===== src/rtl/tlb_pkg.sv =====
// Shared definitions for the tagged translation buffer.
// Assumes protection bits are ordered {execute, write, read}.
package tlb_pkg;
    typedef enum logic [1:0] {
        ACC_READ  = 2'd0,
        ACC_WRITE = 2'd1,
        ACC_EXEC  = 2'd2,
        ACC_NONE  = 2'd3
    } acc_e;

    localparam int PROT_W = 3;

    // Returns 1 when the protection bits permit the access type.
    function automatic logic prot_allows(input logic [PROT_W-1:0] prot, input acc_e acc);
        case (acc)
            ACC_READ:  return prot[0];
            ACC_WRITE: return prot[1];
            ACC_EXEC:  return prot[2];
            default:   return 1'b0;
        endcase
    endfunction
endpackage


===== src/rtl/tlb_cam.sv =====
// Slot storage and parallel compare for the translation buffer.
// Each slot holds page, frame, protection, tag and a valid bit. The lookup
// port returns the frame and protection of the single matching slot. The fill
// port reports whether a valid slot already holds the fill's page and tag.
// Assumes the caller never creates two valid slots with the same page and tag.
module tlb_cam #(
    parameter int ENTRIES = 32,
    parameter int WIRED   = 2,
    parameter int VPN_W   = 20,
    parameter int PFN_W   = 20,
    parameter int ASID_W  = 8,
    parameter int IDX_W   = $clog2(ENTRIES)
) (
    input  logic                      clk,
    input  logic                      rst_n,
    input  logic [VPN_W-1:0]          lk_vpn,
    input  logic [ASID_W-1:0]         lk_asid,
    output logic                      lk_hit,
    output logic [PFN_W-1:0]          lk_pfn,
    output logic [tlb_pkg::PROT_W-1:0] lk_prot,
    input  logic [VPN_W-1:0]          fl_vpn,
    input  logic [ASID_W-1:0]         fl_asid,
    output logic                      fl_match,
    output logic [IDX_W-1:0]          fl_idx,
    input  logic                      wr_en,
    input  logic [IDX_W-1:0]          wr_idx,
    input  logic [PFN_W-1:0]          wr_pfn,
    input  logic [tlb_pkg::PROT_W-1:0] wr_prot,
    input  logic                      clear
);
    logic                       valid_q [ENTRIES];
    logic [VPN_W-1:0]           vpn_q   [ENTRIES];
    logic [PFN_W-1:0]           pfn_q   [ENTRIES];
    logic [tlb_pkg::PROT_W-1:0] prot_q  [ENTRIES];
    logic [ASID_W-1:0]          tag_q   [ENTRIES];
    logic [ENTRIES-1:0]         lk_match;
    logic [ENTRIES-1:0]         fl_hitvec;

    for (genvar i = 0; i < ENTRIES; i++) begin : g_slot
        localparam bit PINNED = (i < WIRED);

        // Valid bit: set on write, cleared by a flush unless the slot is pinned.
        always_ff @(posedge clk) begin
            if (!rst_n) begin
                valid_q[i] <= 1'b0;
            end else if (wr_en && wr_idx == IDX_W'(i)) begin
                valid_q[i] <= 1'b1;
            end else if (clear && !PINNED) begin
                valid_q[i] <= 1'b0;
            end
        end

        // Translation payload: loaded on write, no reset needed.
        always_ff @(posedge clk) begin
            if (wr_en && wr_idx == IDX_W'(i)) begin
                vpn_q[i]  <= fl_vpn;
                pfn_q[i]  <= wr_pfn;
                prot_q[i] <= wr_prot;
                tag_q[i]  <= fl_asid;
            end
        end

        assign lk_match[i]  = valid_q[i] && vpn_q[i] == lk_vpn && tag_q[i] == lk_asid;
        assign fl_hitvec[i] = valid_q[i] && vpn_q[i] == fl_vpn && tag_q[i] == fl_asid;

        if (PINNED) begin : g_pin_chk
            assert_pinned_stays_R9: assert property (@(posedge clk) disable iff (!rst_n)
                valid_q[i] |=> valid_q[i]);
        end
    end

    // Lookup mux: OR of the (at most one) matching slot.
    always_comb begin
        lk_hit  = 1'b0;
        lk_pfn  = '0;
        lk_prot = '0;
        for (int k = 0; k < ENTRIES; k++) begin
            if (lk_match[k]) begin
                lk_hit  = 1'b1;
                lk_pfn  = lk_pfn | pfn_q[k];
                lk_prot = lk_prot | prot_q[k];
            end
        end
    end

    // Fill-side duplicate detection: index of the lowest matching slot.
    always_comb begin
        fl_match = 1'b0;
        fl_idx   = '0;
        for (int k = 0; k < ENTRIES; k++) begin
            if (fl_hitvec[k] && !fl_match) begin
                fl_match = 1'b1;
                fl_idx   = IDX_W'(k);
            end
        end
    end

    // Valid bits of the slots a flush may clear.
    logic loose_valid;
    always_comb begin
        loose_valid = 1'b0;
        for (int k = WIRED; k < ENTRIES; k++) loose_valid = loose_valid | valid_q[k];
    end

    assert_single_match_R11: assert property (@(posedge clk) disable iff (!rst_n)
        $onehot0(lk_match));
    assert_flush_empties_R6: assert property (@(posedge clk) disable iff (!rst_n)
        (clear && !wr_en) |=> !loose_valid);
endmodule


===== src/rtl/tlb_victim.sv =====
// Round-robin replacement pointer over the unpinned slots.
// Steps through WIRED .. ENTRIES-1 and wraps. Assumes WIRED < ENTRIES.
module tlb_victim #(
    parameter int ENTRIES = 32,
    parameter int WIRED   = 2,
    parameter int IDX_W   = $clog2(ENTRIES)
) (
    input  logic             clk,
    input  logic             rst_n,
    input  logic             advance,
    output logic [IDX_W-1:0] ptr
);
    // Pointer update: one step per consumed victim, wrapping past the last slot.
    always_ff @(posedge clk) begin
        if (!rst_n) begin
            ptr <= IDX_W'(WIRED);
        end else if (advance) begin
            ptr <= (ptr == IDX_W'(ENTRIES - 1)) ? IDX_W'(WIRED) : ptr + 1'b1;
        end
    end

    assert_ptr_in_range_R10: assert property (@(posedge clk) disable iff (!rst_n)
        (int'(ptr) >= WIRED) && (int'(ptr) < ENTRIES));
endmodule


===== src/rtl/asid_tlb.sv =====
// Fully associative, address-space-tagged translation buffer with software refill.
// A lookup is answered one cycle later with hit, miss or protection fault.
// Privileged inputs refill slots, set the current tag, write the page-table
// base (which flushes) and flush. Slots below WIRED are pinned.
// Assumes 2 <= ENTRIES and WIRED < ENTRIES.
module asid_tlb #(
    parameter int ENTRIES = 32,
    parameter int WIRED   = 2,
    parameter int VPN_W   = 20,
    parameter int PFN_W   = 20,
    parameter int PG_OFS  = 12,
    parameter int ASID_W  = 8,
    localparam int VA_W   = VPN_W + PG_OFS,
    localparam int PA_W   = PFN_W + PG_OFS,
    localparam int IDX_W  = $clog2(ENTRIES)
) (
    input  logic              clk,
    input  logic              rst_n,
    input  logic              lk_valid,
    input  logic [VA_W-1:0]   lk_va,
    input  logic [1:0]        lk_acc,
    output logic              rsp_valid,
    output logic              rsp_hit,
    output logic              rsp_miss,
    output logic              rsp_fault,
    output logic [PA_W-1:0]   rsp_pa,
    input  logic              fill_en,
    input  logic [VPN_W-1:0]  fill_vpn,
    input  logic [PFN_W-1:0]  fill_pfn,
    input  logic [2:0]        fill_prot,
    input  logic [ASID_W-1:0] fill_asid,
    input  logic              fill_wired,
    input  logic [IDX_W-1:0]  fill_slot,
    input  logic              asid_we,
    input  logic [ASID_W-1:0] asid_wdata,
    input  logic              ptbr_we,
    input  logic [PA_W-1:0]   ptbr_wdata,
    output logic [PA_W-1:0]   ptbr,
    input  logic              flush
);
    import tlb_pkg::*;

    logic [ASID_W-1:0] cur_asid;
    logic              hit_c;
    logic [PFN_W-1:0]  pfn_c;
    logic [PROT_W-1:0] prot_c;
    logic              dup_c;
    logic [IDX_W-1:0]  dup_idx;
    logic [IDX_W-1:0]  victim;
    logic              wr_en;
    logic [IDX_W-1:0]  wr_idx;
    logic              take_victim;
    logic              allow_c;

    // Write target: duplicate slot first, then pinned slot, then victim.
    always_comb begin
        take_victim = fill_en && !dup_c && !fill_wired;
        wr_en       = fill_en && (dup_c || !fill_wired || int'(fill_slot) < WIRED);
        if (dup_c)           wr_idx = dup_idx;
        else if (fill_wired) wr_idx = fill_slot;
        else                 wr_idx = victim;
    end

    assign allow_c = prot_allows(prot_c, acc_e'(lk_acc));

    tlb_cam #(
        .ENTRIES(ENTRIES), .WIRED(WIRED), .VPN_W(VPN_W),
        .PFN_W(PFN_W), .ASID_W(ASID_W), .IDX_W(IDX_W)
    ) u_cam (
        .clk(clk), .rst_n(rst_n),
        .lk_vpn(lk_va[VA_W-1:PG_OFS]), .lk_asid(cur_asid),
        .lk_hit(hit_c), .lk_pfn(pfn_c), .lk_prot(prot_c),
        .fl_vpn(fill_vpn), .fl_asid(fill_asid),
        .fl_match(dup_c), .fl_idx(dup_idx),
        .wr_en(wr_en), .wr_idx(wr_idx), .wr_pfn(fill_pfn), .wr_prot(fill_prot),
        .clear(flush || ptbr_we)
    );

    tlb_victim #(.ENTRIES(ENTRIES), .WIRED(WIRED), .IDX_W(IDX_W)) u_victim (
        .clk(clk), .rst_n(rst_n), .advance(take_victim), .ptr(victim)
    );

    // Privileged registers: current address-space tag and page-table base.
    always_ff @(posedge clk) begin
        if (!rst_n) begin
            cur_asid <= '0;
            ptbr     <= '0;
        end else begin
            if (asid_we) cur_asid <= asid_wdata;
            if (ptbr_we) ptbr     <= ptbr_wdata;
        end
    end

    // Response register: classify the lookup and form the physical address.
    always_ff @(posedge clk) begin
        if (!rst_n) begin
            rsp_valid <= 1'b0;
            rsp_hit   <= 1'b0;
            rsp_miss  <= 1'b0;
            rsp_fault <= 1'b0;
            rsp_pa    <= '0;
        end else begin
            rsp_valid <= lk_valid;
            rsp_hit   <= lk_valid && hit_c && allow_c;
            rsp_fault <= lk_valid && hit_c && !allow_c;
            rsp_miss  <= lk_valid && !hit_c;
            rsp_pa    <= (lk_valid && hit_c && allow_c) ? {pfn_c, lk_va[PG_OFS-1:0]} : '0;
        end
    end

    assert_one_outcome_R12: assert property (@(posedge clk) disable iff (!rst_n)
        rsp_valid |-> $countones({rsp_hit, rsp_miss, rsp_fault}) == 1);
    assert_quiet_idle_R12: assert property (@(posedge clk) disable iff (!rst_n)
        !rsp_valid |-> !(rsp_hit || rsp_miss || rsp_fault) && rsp_pa == '0);
    assert_strobe_follows_R12: assert property (@(posedge clk) disable iff (!rst_n)
        lk_valid |=> rsp_valid);
    assert_pa_only_on_hit_R4: assert property (@(posedge clk) disable iff (!rst_n)
        !rsp_hit |-> rsp_pa == '0);
    assert_ptbr_loads_R7: assert property (@(posedge clk) disable iff (!rst_n)
        ptbr_we |=> ptbr == $past(ptbr_wdata));
endmodule


===== config.mk =====
export PLATFORM = sky130hd
export DESIGN_NAME = asid_tlb
export DESIGN_NICKNAME = d
export VERILOG_FILES = /design/src/rtl/tlb_pkg.sv /design/src/rtl/tlb_cam.sv /design/src/rtl/tlb_victim.sv /design/src/rtl/asid_tlb.sv
export SDC_FILE = /design/constraint.sdc
export NUM_CORES = 2
export LEC_CHECK = 0
export ABC_AREA = 0
export BUFFER_PORTS_ARGS = -buffer_cell sky130_fd_sc_hd__buf_2
export CAP_MARGIN = 20
export CELL_PAD_IN_SITES_DETAIL_PLACEMENT = 1
export CELL_PAD_IN_SITES_GLOBAL_PLACEMENT = 2
export CORE_MARGIN = 2
export CORE_UTILIZATION = 45
export CTS_CLUSTER_SIZE = 28
export DETAILED_ROUTE_END_ITERATION = 8
export GPL_ROUTABILITY_DRIVEN = 1
export PLACE_DENSITY_LB_ADDON = 0.25
export SKIP_CTS_REPAIR_TIMING = 1
export SLEW_MARGIN = 30
export SYNTH_ARGS = -nofsm -noshare
export SYNTH_HDL_FRONTEND = slang
export SYNTH_HIERARCHICAL = 1
export SYNTH_SLANG_ARGS = --single-unit

===== constraint.sdc =====
create_clock -name clk -period 11.8 [get_ports clk]
set_input_delay 1.18 -clock clk [delete_from_list [all_inputs] [get_ports clk]]
set_output_delay 1.18 -clock clk [all_outputs]
set_load 0.05 [all_outputs]

== Word-level counts from Yosys, hierarchy flattened ==
Memory sizes are Yosys's and may differ from the RTL's.
Index checks and enable logic that the tools add are counted.

* Add/subtract/negate cells: 1
* $lt $le $gt $ge: 1
* Equality and inequality tests: 162
* Muxes and demuxes: 817
* Bitwise logic cells: 124
* Reductions and logical operators: 363

{| class="wikitable"
|+ Operator list
! operator !! number
|-
| $mux W20 || 94
|-
| $eq A20 B20 Y1 || 64
|-
| $reduce_or A20 Y1 || 62
|-
| $mux W5 || 143
|-
| $or A20 B20 Y20 || 31
|-
| $eq A8 B8 Y1 || 64
|-
| $mux W1 || 471
|-
| $mux W8 || 31
|-
| $reduce_or A8 Y1 || 31
|-
| $mux W3 || 67
|-
| $logic_and A1 B1 Y1 || 198
|-
| $or A3 B3 Y3 || 31
|-
| $reduce_or A3 Y1 || 31
|-
| $eq A5 B5 Y1 const B || 17
|-
| $or A1 B1 Y1 || 62
|-
| $eq A5 B4 Y1 const B || 8
|-
| $logic_not A1 Y1 || 35
|-
| $mux W4 || 8
|-
| $eq A5 B3 Y1 const B || 4
|-
| $eq A5 B2 Y1 const B || 2
|-
| $add A5 B1 Y5 const B || 1
|-
| $eq A5 B1 Y1 const B || 1
|-
| $logic_not A5 Y1 || 1
|-
| $lt A5 B2 Y1 const B || 1
|-
| other kinds (7) || 10
|}

* Register bits: 81
* RAM bits: 1,664
* Bits of input ports: 138
* Word-level logic and storage cells: 1,481
* Memories kept: 5

{| class="wikitable"
|+ Memories
! name !! words !! bits a word !! read ports !! clocked after memory_dff !! wr ports !! RTL line !! text
|-
| u_cam.pfn_q || 32 || 20 || 32 || 0 || 1 || tlb_cam.sv:33 || <nowiki>logic [PFN_W-1:0] pfn_q [ENTRIES];</nowiki>
|-
| u_cam.vpn_q || 32 || 20 || 32 || 0 || 1 || tlb_cam.sv:32 || <nowiki>logic [VPN_W-1:0] vpn_q [ENTRIES];</nowiki>
|-
| u_cam.tag_q || 32 || 8 || 32 || 0 || 1 || tlb_cam.sv:35 || <nowiki>logic [ASID_W-1:0] tag_q [ENTRIES];</nowiki>
|-
| u_cam.prot_q || 32 || 3 || 32 || 0 || 1 || tlb_cam.sv:34 || <nowiki>logic [tlb_pkg::PROT_W-1:0] prot_q [ENTRIES];</nowiki>
|-
| u_cam.valid_q || 32 || 1 || 32 || 0 || 32 || tlb_cam.sv:31 || <nowiki>logic valid_q [ENTRIES];</nowiki>
|}

== Depth between registers and ports, before layout ==
An unclocked memory read counts as a cell.

* Depth in word-level cells: 136
* Depth in mapped cells: 18
* Depth with buffers taken out: 14

== Modules after synthesis ==
Netlist, hierarchy kept.

{| class="wikitable"
|+ By module, submodules not included
! module !! times used !! cells each !! area an instance (um^2) !! seq. area each (um^2)
|-
| tlb_cam || 1 || 5,123 || 77,196.5 || 49,957.9
|-
| asid_tlb || 1 || 234 || 2,692.6 || 1,521.5
|-
| tlb_victim || 1 || 26 || 242.7 || 100.1
|}

== Worst setup path after synthesis ==
OpenSTA, ideal clock, no wires.

* Path kind: input port to flip-flop
* Start point: input fill_vpn[15]
* End point: memory u_cam.pfn_q[8][0], in the netlist u_cam/pfn_q[0][160], enable pin
* Setup time: 0.460 ns
* Arrival time: 6.034 ns
* Slack: 5.306 ns
* Cell stages on the path: 16
* Cells stage by stage: buf_2 buf_4 buf_6 xnor2_1 nand4_1 nor4_1 nand4_1 nand4_1 nor2_1 nand4_1 clkbuf_1 o21ai_0 or2_2 clkbuf_1 clkbuf_1 nor2_1

* Elaborated cells between the ends (all ways): 446
* Those cells by class: eq/ne (63); mux (190); reduce/logical (193)

{| class="wikitable"
|+ RTL lines
! item !! RTL line !! text
|-
| from (decl) || asid_tlb.sv:28 || <nowiki>input logic [VPN_W-1:0] fill_vpn,</nowiki>
|-
| $eq A20 B20 Y1 || tlb_cam.sv:64 || <nowiki>assign fl_hitvec[i] = valid_q[i] && vpn_q[i] == fl_vpn && tag_q[i] == fl_asid;</nowiki>
|-
| $logic_and A1 B1 Y1 (2 in a row) || tlb_cam.sv:64 ||
|-
| $mux W1 || tlb_cam.sv:91 || <nowiki>if (fl_hitvec[k] && !fl_match) begin</nowiki>
|-
| $logic_not A1 Y1 || tlb_cam.sv:91 ||
|-
| $logic_and A1 B1 Y1 || tlb_cam.sv:91 ||
|-
| $mux W1 || tlb_cam.sv:91 ||
|-
| $logic_not A1 Y1 || tlb_cam.sv:91 ||
|-
| $logic_and A1 B1 Y1 || tlb_cam.sv:91 ||
|-
| [88 not listed] || -- ||
|-
| named net dup_c || asid_tlb.sv:47 || <nowiki>logic dup_c;</nowiki>
|-
| $mux W5 * || asid_tlb.sv:59 || <nowiki>if (dup_c) wr_idx = dup_idx;</nowiki>
|-
| named net wr_idx[0] || asid_tlb.sv:51 || <nowiki>logic [IDX_W-1:0] wr_idx;</nowiki>
|-
| $eq A5 B1 Y1 || tlb_cam.sv:55 || <nowiki>if (wr_en && wr_idx == IDX_W'(i)) begin</nowiki>
|-
| $logic_and A1 B1 Y1 || tlb_cam.sv:55 ||
|-
| $mux W1 || tlb_cam.sv:55 ||
|-
| $mux W1 (not written as such) || tlb_cam.sv:57 || <nowiki>pfn_q[i] <= wr_pfn;</nowiki>
|-
| $reduce_or A20 Y1 (no line) || -- ||
|-
| $mux W5 (no line) or $mux W1 (tied branches) (31 in a row) || -- ||
|-
| to (decl) || tlb_cam.sv:33 ||
|}

The timed path passes the listed nets; every way through them passes the cells marked *.

==> out/results.ini <==
[critical_path]
path_class = flip-flop to flip-flop
worst-path-max-fanout = 34
worstPathArrival_ps = 8060
worstPathRequired_ps = 12280
r2r-start = u_cam/vpn_q[1][285]
timing.rr.end = u_cam/vpn_q[0][284]
startpoint_type = flip-flop
reg2reg_slack_ps = 4210
rr_worst_depth = 14
critPathCaptureType = flip-flop

[sta]
final_hold_viol_count = 0
clock.fmax_mhz = 132
drv_slew = 0
worst-slew-pin-transition_ps = 1140
skew_ps = 36.9
finalCritPeriodShare_pct = 64.3
period_minus_slack_ps = 7590
rsz0062_at_grt = false
fin_tns_setup_ps = 0
setup_viol = 0
slew_headroom_pct = 23.1

[global_routing]
grt_first_pass_wirelength_um = 415000
grt_max_degree = 65
track_usage_pct = 32.8
antenna_found_initial = 14
grt_pass1_vias = 52200
grt_overflow = 0

[power_and_ir_drop]
clockPowerShare_pct = 43.3
comb_power_share_pct = 6.5
seq_power_share_pct = 50.2
switching_share_pct = 23.8
p_per_area_nw_per_um2 = 153
peakVddDrop_mv = 0.180
p_switching_uw = 3250
intPower_uw = 10400
p_leak_uw = 0.0297

[hold_path]
holdPathStages = 2
holdPathEnd = ptbr[12]
min_path_type = flip-flop to flip-flop
worstHoldStart = ptbr[12]

[logic_synthesis]
synth_ff_type = edfxtp_1
synth_common_cells = edfxtp_1, xor2_1, xnor2_1
synth.area.top_cells = edfxtp_1, xor2_1, xnor2_1, nand4_1, dfxtp_1
synth_seq_cells = 1745
syn_inst = 5383
synth_area_um2 = 80100
yosysWarnings = 6
yosys.area.top_type = edfxtp_1
async_reset_ff_share_pct = 0
avgSynthCellArea_um2 = 14.9
synth.most_common_cell = edfxtp_1
syn-num-nets = 5523
synth_edf_count = 1663
synth_top_area_share_pct = 62.3
synth_cell_types = 61
ys_seq_area_share_pct = 64.4

[cells_and_area]
drive_gt1_share_pct = 12.6
seqCellArea_um2 = 51600
fill_cells = 17100
nNetsFinal = 5759
area_growth_pct = 11.9
multi_input_area_um2 = 26200
stdcell_count = 8119
finish.instance_area_um2 = 89600

[floorplanning]
initial_utilization_pct = 45.4
die_x_um = 426
die_y_um = 426
ios = 206
design.die.area_um2 = 181000
rows = 154
core_um2 = 176000

[clocking]
clk_pin_slew_ps = 60
clk_latency_ps = 860
cts_buffers = 188
htreeDepth = 4
cts_tree = done
cts_num_sinks = 1745
clock_tree.root_cell = clkbuf_16
cts_buffer_depth = 3

[drt]
vias = 51200
wl_per_cell_um = 37.2
ant_nets = 0
drtIter0Drc = 6504
firstDrtPassIters = 8
vias_per_cell = 6.31
drt-total-wl_um = 302000
drc = 0

[placed_design]
dp_hpwl_um = 173000
portBuffers = 205
placedInstanceArea_um2 = 83300
place_inst = 7757
gp_congestion = 0.903

[run]
cap_violations = 0

[status]
outcome = completed

## worst max path at each step
stage | from | cells after the start | to | slack, ps
4_1_cts | fill_vpn[12] | 14 | u_cam/prot_q[1][40] | 4120
2_1_floorplan | fill_vpn[15] | 16 | u_cam/pfn_q[0][160] | 5310
3_3_place_gp | fill_vpn[12] | 14 | u_cam/pfn_q[1][288] | 3600
5_1_grt | fill_vpn[12] | 15 | u_cam/vpn_q[1][201] | 4310
3_5_place_dp | fill_vpn[12] | 14 | u_cam/pfn_q[1][267] | 3230
6_report | u_cam/vpn_q[1][285] | 14 | u_cam/vpn_q[0][284] | 4210
## power by group through the flow
| stage | logic (uW) | registers [uW] | clock network [uW] |
|---|---|---|---|
| after floorplan | 498 | 7000 | 0 |
| after global placement | 863 | 7000 | 0 |
| after detailed placement | 873 | 7000 | 0 |
| after CTS | 879 | 6870 | 5970 |
| after global routing | 921 | 6870 | 6190 |
| final | 891 | 6870 | 5910 |
## sequential cells by signal (all words and copies together) (netlist names), 8 cells and up
name	count
ptbr	32
u_cam/tag_q	256
cur_asid	8
rsp_pa	32
u_cam/vpn_q	640
u_cam/prot_q	96
u_cam/pfn_q	640
u_cam/valid_q	32
## cells in the final DEF (no fill, tap or decap), types with 6 or more instances in the layout
master,n
a21oi_1,16
a221oi_1,41
a222oi_1,45
a22o_1,38
a22oi_1,199
and2_1,10
and3_1,64
buf_16,21
buf_2,156
buf_4,179
buf_6,6
bufinv_16,14
clkbuf_1,45
clkbuf_16,190
clkbuf_8,14
clkinv_1,36
clkinv_2,29
dfxtp_1,74
dfxtp_4,8
edfxtp_1,1663
inv_1,14
mux2i_1,47
nand2_1,126
nand2b_1,7
nand3_1,77
nand4_1,304
nor2_1,15
nor2_4,32
nor2b_1,51
nor3_1,40
nor4_1,260
nor4_4,33
o21ai_0,47
or4_1,14
xnor2_1,846
xor2_1,939
## logic make-up (layout without fill, tap and decap cells)
family	after synthesis	after routing	synth area share (%)
buf+inv	334	727	3.33
other cells	0	3	0
flops	1745	1745	64.4
fa+ha+maj	2	2	0.0312
compound gates	413	413	3.97
simple gates	1057	1057	8.21
xor+xnor	1785	1785	19.5
mux	47	47	0.587
## worst max-delay path, stage by stage, from the launching register on
cell	delay [ps]
edfxtp_1	570
xnor2_1	870
nand3_1	190
nor4_1	880
a2111oi_0	290
o21ai_0	870
a21boi_0	270
o2111ai_1	250
o2111ai_1	320
nand2_1	170
o21ai_0	290
nand2b_1	340
buf_4	310
nor2_4	810
buf_4	680
## metal layers
layer | wire [um] | global-route usage [%]
met5 | 64 | 0
met4 | 12600 | 12.3
met3 | 25900 | 5.01
met2 | 142000 | 53.4
met1 | 121000 | 44.3
## per-stage QoR
stage / hold slack, ps / setup WS, ps / utilization (%) / total power (uW)
after floorplan: 469 / 5310 / - / 7490
final: 510 / 4210 / 50.8 / 13700
after global placement: 493 / 3600 / 47.0 / 7860
after CTS: 508 / 4120 / 50.6 / 13700
after detailed placement: 502 / 3230 / 47.2 / 7870
after global routing: 541 / 4310 / 50.8 / 14000
## cell type report
type                    count  area share (%)
diodes                      3         0.00837
clock buffers             249            5.71
clock inverters            98            1.04
inverters                  15          0.0628
multi-input cells        3304            29.2
flip-flops and latches   1745            57.6
well taps                2340            3.27
repair buffers            365            3.15
No activity file was read; power rests on OpenSTA's default activity.
